**config.mk**
```make
export PLATFORM = sky130hd
export DESIGN_NAME = async_serial_core
export DESIGN_NICKNAME = d
export VERILOG_FILES = /design/src/rtl/async_serial_pkg.sv /design/src/rtl/async_serial_ctrl.sv /design/src/rtl/async_serial_dp.sv /design/src/rtl/async_serial_core.sv
export SDC_FILE = /design/constraint.sdc
export NUM_CORES = 1
export LEC_CHECK = 0
export CORE_MARGIN = 5
export CORE_UTILIZATION = 40
export DETAILED_ROUTE_END_ITERATION = 8
export PLACE_DENSITY = 0.59
export SYNTH_ARGS = -nofsm -noshare
export SYNTH_HDL_FRONTEND = slang
export SYNTH_SLANG_ARGS = --single-unit
export TNS_END_PERCENT = 50
```
**constraint.sdc**
```tcl
create_clock -name clk -period 2 [get_ports clk]
set_input_delay 0.3 -clock clk [delete_from_list [all_inputs] [get_ports clk]]
set_output_delay 0.3 -clock clk [all_outputs]
set_load 0.05 [all_outputs]
```
**src/rtl/async_serial_pkg.sv**
```systemverilog
package async_serial_pkg;
  localparam int DATA_MAX  = 8;
  localparam int FRAME_MAX = DATA_MAX + 4;
  localparam int LEN_W     = $clog2(FRAME_MAX + 1);

  typedef struct packed {
    logic             txLoad;
    logic             txShift;
    logic             rxClear;
    logic             rxSample;
    logic             rxLast;
    logic [LEN_W-1:0] rxIdx;
  } strobe_t;

  function automatic logic [LEN_W-1:0] widthFromCode(input logic [1:0] code);
    return LEN_W'(DATA_MAX) - LEN_W'(code);
  endfunction
endpackage

```
**src/rtl/async_serial_ctrl.sv**
```systemverilog
module async_serial_ctrl
  import async_serial_pkg::*;
#(
  parameter int OVERSAMPLE = 16
) (
  input  logic             clk,
  input  logic             rst_n,
  input  logic             tickEn,
  input  logic             txLoadReq,
  input  logic             rxIn,
  input  logic [LEN_W-1:0] dataBits,
  input  logic             parityOn,
  input  logic             twoStop,
  output strobe_t          st,
  output logic             txReady,
  output logic             startSeen
);
  localparam int TICK_W = $clog2(OVERSAMPLE);
  localparam logic [TICK_W-1:0] TICK_LAST = TICK_W'(OVERSAMPLE - 1);
  localparam logic [TICK_W-1:0] TICK_HALF = TICK_W'(OVERSAMPLE / 2 - 1);

  typedef enum logic [1:0] {RX_IDLE, RX_START, RX_FRAME, RX_WAIT_MARK} rxState_t;

  logic              txBusy;
  logic [TICK_W-1:0] txTick;
  logic [LEN_W-1:0]  txLeft;
  logic [LEN_W-1:0]  txLen;
  logic [LEN_W-1:0]  rxLen;

  rxState_t          rxState;
  logic [TICK_W-1:0] rxTick;
  logic [LEN_W-1:0]  rxIdx;

  always_comb begin
    txLen = dataBits + LEN_W'(parityOn) + (twoStop ? LEN_W'(3) : LEN_W'(2));
    rxLen = dataBits + LEN_W'(parityOn) + LEN_W'(1);
  end

  always_ff @(posedge clk or negedge rst_n) begin
    if (!rst_n) begin
      txBusy <= 1'b0;
      txTick <= '0;
      txLeft <= '0;
    end else if (!txBusy) begin
      if (txLoadReq) begin
        txBusy <= 1'b1;
        txLeft <= txLen;
        txTick <= '0;
      end
    end else if (tickEn) begin
      if (txTick == TICK_LAST) begin
        txTick <= '0;
        txLeft <= txLeft - LEN_W'(1);
        if (txLeft == LEN_W'(1)) txBusy <= 1'b0;
      end else begin
        txTick <= txTick + TICK_W'(1);
      end
    end
  end

  always_ff @(posedge clk or negedge rst_n) begin
    if (!rst_n) begin
      rxState <= RX_IDLE;
      rxTick  <= '0;
      rxIdx   <= '0;
    end else if (tickEn) begin
      unique case (rxState)
        RX_IDLE: begin
          if (!rxIn) begin
            rxState <= RX_START;
            rxTick  <= '0;
          end
        end
        RX_START: begin
          if (rxTick == TICK_HALF) begin
            rxTick  <= '0;
            rxIdx   <= '0;
            rxState <= rxIn ? RX_IDLE : RX_FRAME;
          end else begin
            rxTick <= rxTick + TICK_W'(1);
          end
        end
        RX_FRAME: begin
          if (rxTick == TICK_LAST) begin
            rxTick <= '0;
            rxIdx  <= rxIdx + LEN_W'(1);
            if (rxIdx == rxLen - LEN_W'(1))
              rxState <= rxIn ? RX_IDLE : RX_WAIT_MARK;
          end else begin
            rxTick <= rxTick + TICK_W'(1);
          end
        end
        RX_WAIT_MARK: begin
          if (rxIn) rxState <= RX_IDLE;
        end
        default: rxState <= RX_IDLE;
      endcase
    end
  end

  always_comb begin
    st.txLoad   = !txBusy && txLoadReq;
    st.txShift  = txBusy && tickEn && (txTick == TICK_LAST);
    st.rxClear  = (rxState == RX_START) && tickEn && (rxTick == TICK_HALF) && !rxIn;
    st.rxSample = (rxState == RX_FRAME) && tickEn && (rxTick == TICK_LAST);
    st.rxLast   = st.rxSample && (rxIdx == rxLen - LEN_W'(1));
    st.rxIdx    = rxIdx;
    txReady     = !txBusy;
    startSeen   = st.rxClear;
  end
endmodule

```
**src/rtl/async_serial_dp.sv**
```systemverilog
module async_serial_dp
  import async_serial_pkg::*;
(
  input  logic                clk,
  input  logic                rst_n,
  input  strobe_t             st,
  input  logic                txReady,
  input  logic [DATA_MAX-1:0] txData,
  input  logic                txBreak,
  input  logic [LEN_W-1:0]    dataBits,
  input  logic                parityOn,
  input  logic                parityOdd,
  input  logic                haltOnFrameErr,
  input  logic                rxLine,
  output logic                rxIn,
  output logic                txLine,
  output logic [DATA_MAX-1:0] rxData,
  output logic                rxValid,
  output logic                frameErr,
  output logic                haltReq
);
  logic                 rxSync1;
  logic [FRAME_MAX-1:0] txShreg;
  logic [FRAME_MAX-1:0] txFrame;
  logic                 txParity;
  logic                 bitOut;
  logic [DATA_MAX:0]    rxBuf;
  logic [DATA_MAX-1:0]  rxAssembled;

  always_comb begin
    txParity = parityOdd;
    for (int i = 0; i < DATA_MAX; i++)
      if (LEN_W'(i) < dataBits) txParity = txParity ^ txData[i];
    txFrame    = '1;
    txFrame[0] = 1'b0;
    for (int i = 0; i < DATA_MAX; i++)
      if (LEN_W'(i) < dataBits) txFrame[i+1] = txData[i];
    for (int i = DATA_MAX - 3; i <= DATA_MAX; i++)
      if (parityOn && LEN_W'(i) == dataBits) txFrame[i+1] = txParity;
  end

  always_comb bitOut = txReady ? 1'b1 : txShreg[0];

  always_ff @(posedge clk or negedge rst_n) begin
    if (!rst_n) begin
      txShreg <= '1;
      txLine  <= 1'b1;
    end else begin
      if (st.txLoad)       txShreg <= txFrame;
      else if (st.txShift) txShreg <= {1'b1, txShreg[FRAME_MAX-1:1]};
      txLine <= txBreak ? 1'b0 : bitOut;
    end
  end

  always_ff @(posedge clk or negedge rst_n) begin
    if (!rst_n) begin
      rxSync1 <= 1'b1;
      rxIn    <= 1'b1;
    end else begin
      rxSync1 <= rxLine;
      rxIn    <= rxSync1;
    end
  end

  always_comb begin
    rxAssembled = '0;
    for (int i = 0; i < DATA_MAX; i++)
      if (LEN_W'(i) < dataBits) rxAssembled[i] = rxBuf[i];
    if (parityOn && dataBits < LEN_W'(DATA_MAX))
      rxAssembled[DATA_MAX-1] = rxBuf[dataBits];
  end

  always_ff @(posedge clk or negedge rst_n) begin
    if (!rst_n) begin
      rxBuf    <= '0;
      rxData   <= '0;
      rxValid  <= 1'b0;
      frameErr <= 1'b0;
      haltReq  <= 1'b0;
    end else begin
      rxValid <= 1'b0;
      haltReq <= 1'b0;
      if (st.rxClear) rxBuf <= '0;
      if (st.rxSample && !st.rxLast) begin
        for (int i = 0; i <= DATA_MAX; i++)
          if (st.rxIdx == LEN_W'(i)) rxBuf[i] <= rxIn;
      end
      if (st.rxLast) begin
        rxData   <= rxAssembled;
        rxValid  <= 1'b1;
        frameErr <= !rxIn;
        haltReq  <= !rxIn && haltOnFrameErr;
      end
    end
  end
endmodule

```
**src/rtl/async_serial_core.sv**
```systemverilog
module async_serial_core
  import async_serial_pkg::*;
#(
  parameter int OVERSAMPLE = 16
) (
  input  logic       clk,
  input  logic       rst_n,
  input  logic       tickEn,
  input  logic [1:0] widthCode,
  input  logic       parityOn,
  input  logic       parityOdd,
  input  logic       twoStop,
  input  logic       haltOnFrameErr,
  input  logic       txLoad,
  input  logic [7:0] txData,
  input  logic       txBreak,
  output logic       txReady,
  output logic       txLine,
  input  logic       rxLine,
  output logic [7:0] rxData,
  output logic       rxValid,
  output logic       frameErr,
  output logic       haltReq,
  output logic       startSeen
);
  strobe_t          st;
  logic             rxIn;
  logic [LEN_W-1:0] dataBits;

  always_comb dataBits = widthFromCode(widthCode);

  async_serial_ctrl #(.OVERSAMPLE(OVERSAMPLE)) i_ctrl (
    .clk(clk), .rst_n(rst_n), .tickEn(tickEn), .txLoadReq(txLoad),
    .rxIn(rxIn), .dataBits(dataBits), .parityOn(parityOn), .twoStop(twoStop),
    .st(st), .txReady(txReady), .startSeen(startSeen)
  );

  async_serial_dp i_dp (
    .clk(clk), .rst_n(rst_n), .st(st), .txReady(txReady), .txData(txData),
    .txBreak(txBreak), .dataBits(dataBits), .parityOn(parityOn),
    .parityOdd(parityOdd), .haltOnFrameErr(haltOnFrameErr), .rxLine(rxLine),
    .rxIn(rxIn), .txLine(txLine), .rxData(rxData), .rxValid(rxValid),
    .frameErr(frameErr), .haltReq(haltReq)
  );
endmodule

```
; After elaboration in Yosys (flattened, before gate mapping)
; Index checks and enable logic that the tools add are counted.
[totals]
ff_bits = 54
in_bits = 20
out_inout_bits = 14
elab_cells = 176
[classes]
n_addsub = 9
magnitude_cmp = 10
n_eq_ne = 27
muxes = 77
n_bitwise = 8
reduce_logical = 30
[ops]
columns = cell, n
row1 = $mux W4, 13
row2 = $mux W1, 49
row3 = $mux W12, 2
row4 = $eq A4 B3 Y1 const B, 5
row5 = $mux W9, 2
row6 = $add A4 B1 Y4 const B, 4
row7 = $logic_and A1 B1 Y1, 16
row8 = $lt A3 B4 Y1 const A, 4
row9 = $mux W2, 7
row10 = $eq A3 B4 Y1 const A, 3
row11 = $eq A4 B4 Y1 const B, 3
row12 = $pmux W4 S3, 1
row13 = $eq A4 B1 Y1 const B, 2
row14 = $eq A4 B2 Y1 const B, 2
row15 = $lt A1 B4 Y1 const A, 2
row16 = $lt A2 B4 Y1 const A, 2
row17 = $ne A2 B1 Y1 const B, 4
row18 = $pmux W2 S4, 1
row19 = $pmux W4 S2, 1
row20 = $sub A4 B1 Y4 const B, 2
row21 = $xor A1 B1 Y1, 8
row22 = $ne A2 B2 Y1 const B, 3
row23 = $reduce_and A3 Y1, 2
row24 = $reduce_and A6 Y1, 1
row25 = other kinds (17), 22

; Depth between registers and ports, before layout
[depth]
word_depth = 19
mapped_depth = 10
ltp_nobuf = 8

; Hierarchy
; A second synthesis with hierarchy kept.
[unflattened]
cells_unflattened = 345
area_unflattened_um2 = 3191.8
[by_module_without_submodules]
columns = mod, n_inst, cells_per_inst, area_per_inst_um2, seq_area_each_um2
row1 = async_serial_dp, 1, 183, 1725.4, 817.0
row2 = async_serial_ctrl, 1, 157, 1430.1, 475.5
row3 = async_serial_core, 1, 5, 36.3, 0.0

; Least setup slack after synthesis
; No wires, ideal clock.
[synth_timing]
kind = input -> register
start = input widthCode[0]
end = register i_dp.rxData[2]
setup_ns = 0.125
arrival_time_ns = 2.034
t_required_ns = 1.875
slack_ns = -0.160
cell_stages = 9
n_path_buf = 2
cell_sequence = ha_1 -> inv_1 -> fa_1 -> xor2_1 -> o211ai_1 -> or2_1 -> buf_6 -> buf_6 -> mux2_4
[synth_between]
elab_chain_cells = 6
word_cells_on_any_way = 8
classes_between = add/sub: 4 / order compare: 1 / eq/ne: 1 / mux: 1 / reduce/logical: 1
[synth_lines]
columns = item, line
row1 = start: declaration, async_serial_core.sv:9  ; input logic [1:0] widthCode,
row2 = $sub A4 B2 Y4 (*), async_serial_pkg.sv:16  ; return LEN_W'(DATA_MAX) - LEN_W'(code);
row3 = $add A4 B1 Y4 (2 in a row), async_serial_ctrl.sv:36  ; rxLen = dataBits + LEN_W'(parityOn) + LEN_W'(1);
row4 = $sub A4 B1 Y4, async_serial_ctrl.sv:106  ; st.rxLast = st.rxSample && (rxIdx == rxLen - LEN_W'(1));
row5 = $eq A4 B4 Y1, async_serial_ctrl.sv:106
row6 = $logic_and A1 B1 Y1, async_serial_ctrl.sv:106
row7 = end signal: assignment, async_serial_dp.sv:89  ; rxData <= rxAssembled;
row8 = end: declaration, async_serial_dp.sv:17  ; output logic [DATA_MAX-1:0] rxData,
; Mark *: on every way between the ends. The rest lies on a longest branch, timed or not.
; A chain may end at the register's enable or synchronous reset.

; Worst setup path in the final report
[layout_timing]
start = register i_ctrl.rxTick[0]
end = output startSeen
[layout_between]
elab_chain_cells = 3
[layout_lines]
columns = item, line
row1 = start: declaration, async_serial_ctrl.sv:31  ; logic [TICK_W-1:0] rxTick;
row2 = start signal: assignment, async_serial_ctrl.sv:80  ; rxTick <= rxTick + TICK_W'(1);
row3 = start signal: assignment, async_serial_ctrl.sv:90  ; rxTick <= rxTick + TICK_W'(1);
row4 = $eq A4 B3 Y1, async_serial_ctrl.sv:104  ; st.rxClear = (rxState == RX_START) && tickEn && (rxTick == TICK_HALF) && !rxIn;
row5 = $logic_and A1 B1 Y1 (2 in a row), async_serial_ctrl.sv:104
row6 = end: declaration, async_serial_core.sv:24  ; output logic startSeen
; No other way between the ends.

==> results by group <==
Finish
  – Synth-to-layout area growth: 29.6%
  – Area of the multi-input gates: 1530 um^2
  – Nets@finish: 402
  – Number of diodes: 0
  – Ratio of cells with drive above 1 in the final layout: 0.247
  – Reg area: 1290 um^2
  – # fillers: about 700

Power and ir drop
  – Tot Pwr: 3.64 mW
  – Worst VDD drop: 0.532 mV
  – Power Dens Cells: 970 nW/um^2
  – Leak: 1.66 nW

Yosys
  – Synth area leaders: dfrtp_1, dfstp_2, ha_1
  – Syn nets: 334
  – Post-synthesis mux area share: 0.0945
  – Post-Syn Area: between 2000 and 3000 um^2
  – Unique masters post-synth: between 40 and 50
  – Yosys warns: 0
  – Area leader, netlist: dfrtp_1
  – Async S/R FF share, synth: 1.00
  – Post-synthesis compound-gate area fraction: 0.124
  – Area share of fa/ha/maj cells after synthesis: 0.0975
  – Largest family of logic cells by synthesized area: simple AND/OR/NAND/NOR gates
  – Synth Area per Inst: ~9.9 um^2
  – EDFF count, synth: 0
  – Post-Syn Instances: 292
  – Top_reg_cell synth: dfrtp_1
  – Seq/Total Area, Yosys: 0.446
  – Xor/xnor share of the synthesized area: 0.0440
  – Synth Area in Simple Gates: 0.145
  – Post-synth top area share: 0.328
  – Post-synthesis register bit count: 51

Drt
  – Avg WL per Cell: about 13 um
  – Routed WL: 6.14 mm
  – Detailed-route DRC error count: 0
  – Detail Route Antenna Nets: 0
  – Via/cell ratio: approximately 5.0
  – DR iter-0 viols: 70
  – First-pass iteration count of the detailed router: 4
  – Via count: 2,279

CTS
  – Total CTS buffers: 5
  – # clock sinks: a little over 50
  – Worst-skew pair later-pin latency: 310 ps
  – CTS tree: yes
  – Root Buffer: clkbuf_8
  – CTS H-tree depth: 2
  – Clock buffer depth: 2
  – Clock transition at the registers of the reported paths: 100 ps

Global route
  – Antenna violations before repair: 0
  – Largest net degree at the start of global routing: 34
  – Global route total overflow: 0
  – Vias in the first global route: 2,352
  – Gr usage total: 0.148
  – First-pass GRT wire length: 10.7 mm

Setup path
  – Startpoint types: flip-flop
  – Critical path arrival: 1710 ps
  – Crit. End Element: output port
  – Crit path max fanout: 2
  – Worst R2R Start: i_ctrl.rxState[1]
  – Critical path class: flip-flop to output port
  – Crit path launch: i_ctrl.rxTick[0]
  – Crit path required time: 1700 ps

Timing
  – Final Cycle Share: 1.00
  – RSZ-0062 raised after global routing: true
  – Tightest Pin Transition: 499 ps
  – Setup WS post-layout: -8.15 ps
  – Setup TNS: -8.15 ps
  – Post-Route Skew: approximately 9.9 ps
  – Slew Limit Fails: 0
  – Fmax: 0.498 GHz
  – Min Tclk post-route: 2010 ps
  – Relative slew slack: 0.666
  – Final setup viols: 1
  – Final Hold Viols: 0

Hold path
  – Worst min path class: input port to flip-flop
  – Hold path start: parityOn

Placed design
  – RePlAce Congestion: about 0.78
  – I/O Buffers: 33
  – Final HPWL DP: 4.56 mm

Floorplanning
  – Die W: 95.1 um
  – Starting density of the core: 0.406
  – I/O pin count: 34
  – DIE HEIGHT: around 95 um
  – Die ar.: 9050 um^2
  – # rows: 31
  – Core area: around 7100 um^2

Status
  – Outcome: finished with violations
  – Failing checks: setup timing

Flow run
  – Max Cap Viol: 0
registers in the layout, summed over array words and instances, names as in the netlist:
name	count
i_dp.txShreg	10
i_dp.rxBuf	8
i_dp.rxData	8
i_ctrl.rxIdx	4
i_ctrl.rxTick	4
i_ctrl.txLeft	4
i_ctrl.txTick	4
i_ctrl.rxState	2
i_ctrl.txBusy	1
i_dp.frameErr	1
i_dp.haltReq	1
i_dp.rxIn	1
i_dp.rxSync1	1
i_dp.rxValid	1
i_dp.txLine	1
critical path: stages, from the launching register on:
cell,delay [ps]
dfrtp_1,370
ha_2,190
nand3_2,80
or4b_4,520
clkinvlp_4,110
buf_12,130
cells by family after synthesis:
logic type	Yosys count
AOI/OAI and AO/OA	59
xor gates and xnor gates	13
adders and majority gates	22
buffers and inverters	31
DFF	51
muxes	26
and+or+nand+nor	90
power breakdown:
part	switching [mW]	internal, mW
Sequential	0.245	1.37
Clock	0.370	0.251
Combinational	0.675	0.729
timing repair:
item | in CTS | in global routing
endpoints found under the hold margin | 7 | 0
setup buffers | 5 | 2
hold buffers | 1 | 0
cloned | 1 | 0
setup endpoints to repair | 24 | 19
pin swaps | 2 | 4
resized for setup | 16 | 10
routing by layer:
layer | global-route usage | vias up | part of all wire
met5 | 0 | - | 0
met4 | 0.0421 | 0 | 0.014
met3 | 0.0371 | 12 | 0.040
met2 | 0.258 | 36 | 0.49
met1 | 0.181 | 1090 | 0.45
li1 | - | 1141 | -
final cells by class:
type	count	area share
inverters	20	0.0210
well taps	99	0.0330
clock buffers	5	0.0183
clock inverters	3	0.00633
flip-flops and latches	51	0.344
repair buffers	71	0.170
multi-input cells	211	0.407
worst paths after layout:
kind                                    end  slack [ps]  cells past startpoint
max                               startSeen          -8                      5
min                         i_dp.txShreg[7]         330                      3
max reg2reg                 i_ctrl.rxIdx[2]         100                      6
min reg2reg                       i_dp.rxIn         350                      0
max in group asynchronous      i_dp.rxSync1         950                      3
min in group asynchronous  i_ctrl.txTick[2]         460                      2
cells in the final DEF (no fill, tap or decap), types with 3 or more instances in the layout:
| master | instances |
|---|---|
| buf_4 | 38 |
| a21oi_1 | 8 |
| o211ai_1 | 4 |
| mux2i_1 | 18 |
| xor2_1 | 3 |
| buf_12 | 3 |
| clkinvlp_4 | 3 |
| nand2_1 | 49 |
| dfstp_2 | 13 |
| dfrtp_1 | 38 |
| nand3_1 | 7 |
| ha_2 | 3 |
| xnor2_1 | 8 |
| ha_1 | 17 |
| clkdlybuf4s50_1 | 27 |
| o21ai_0 | 25 |
| mux2_2 | 6 |
| o21ai_1 | 4 |
| nor2_1 | 11 |
| a31oi_1 | 3 |
| clkbuf_8 | 5 |
| inv_1 | 17 |
| nor3_1 | 4 |
stage by stage:
stage	std cells	worst slack [ps]	instance area, um^2	util	hold slack (ps)
after global routing	460	-91.7	3760	0.526	323
after CTS	458	-32.4	3710	0.520	348
after floorplan	292	-133	2920	-	4.41
after detailed placement	443	-790	3560	0.499	275
final	460	-8.15	3760	0.526	325
after global placement	443	-734	3560	0.499	273
cells in the mapped netlist (3+ instances only):
cell and instances:
o21ai_0 29, nand2_1 49, a31oi_1 3, mux2i_1 18
ha_1 21, nand3_1 7, nor3_1 4, xor2_1 4
nor2_1 12, inv_1 20, dfstp_2 13, o211ai_1 4
mux2_2 7, a21oi_1 8, xnor2_1 8, dfrtp_1 38
clkbuf_1 3, buf_2 5
Power figures use the tool's default switching activity.
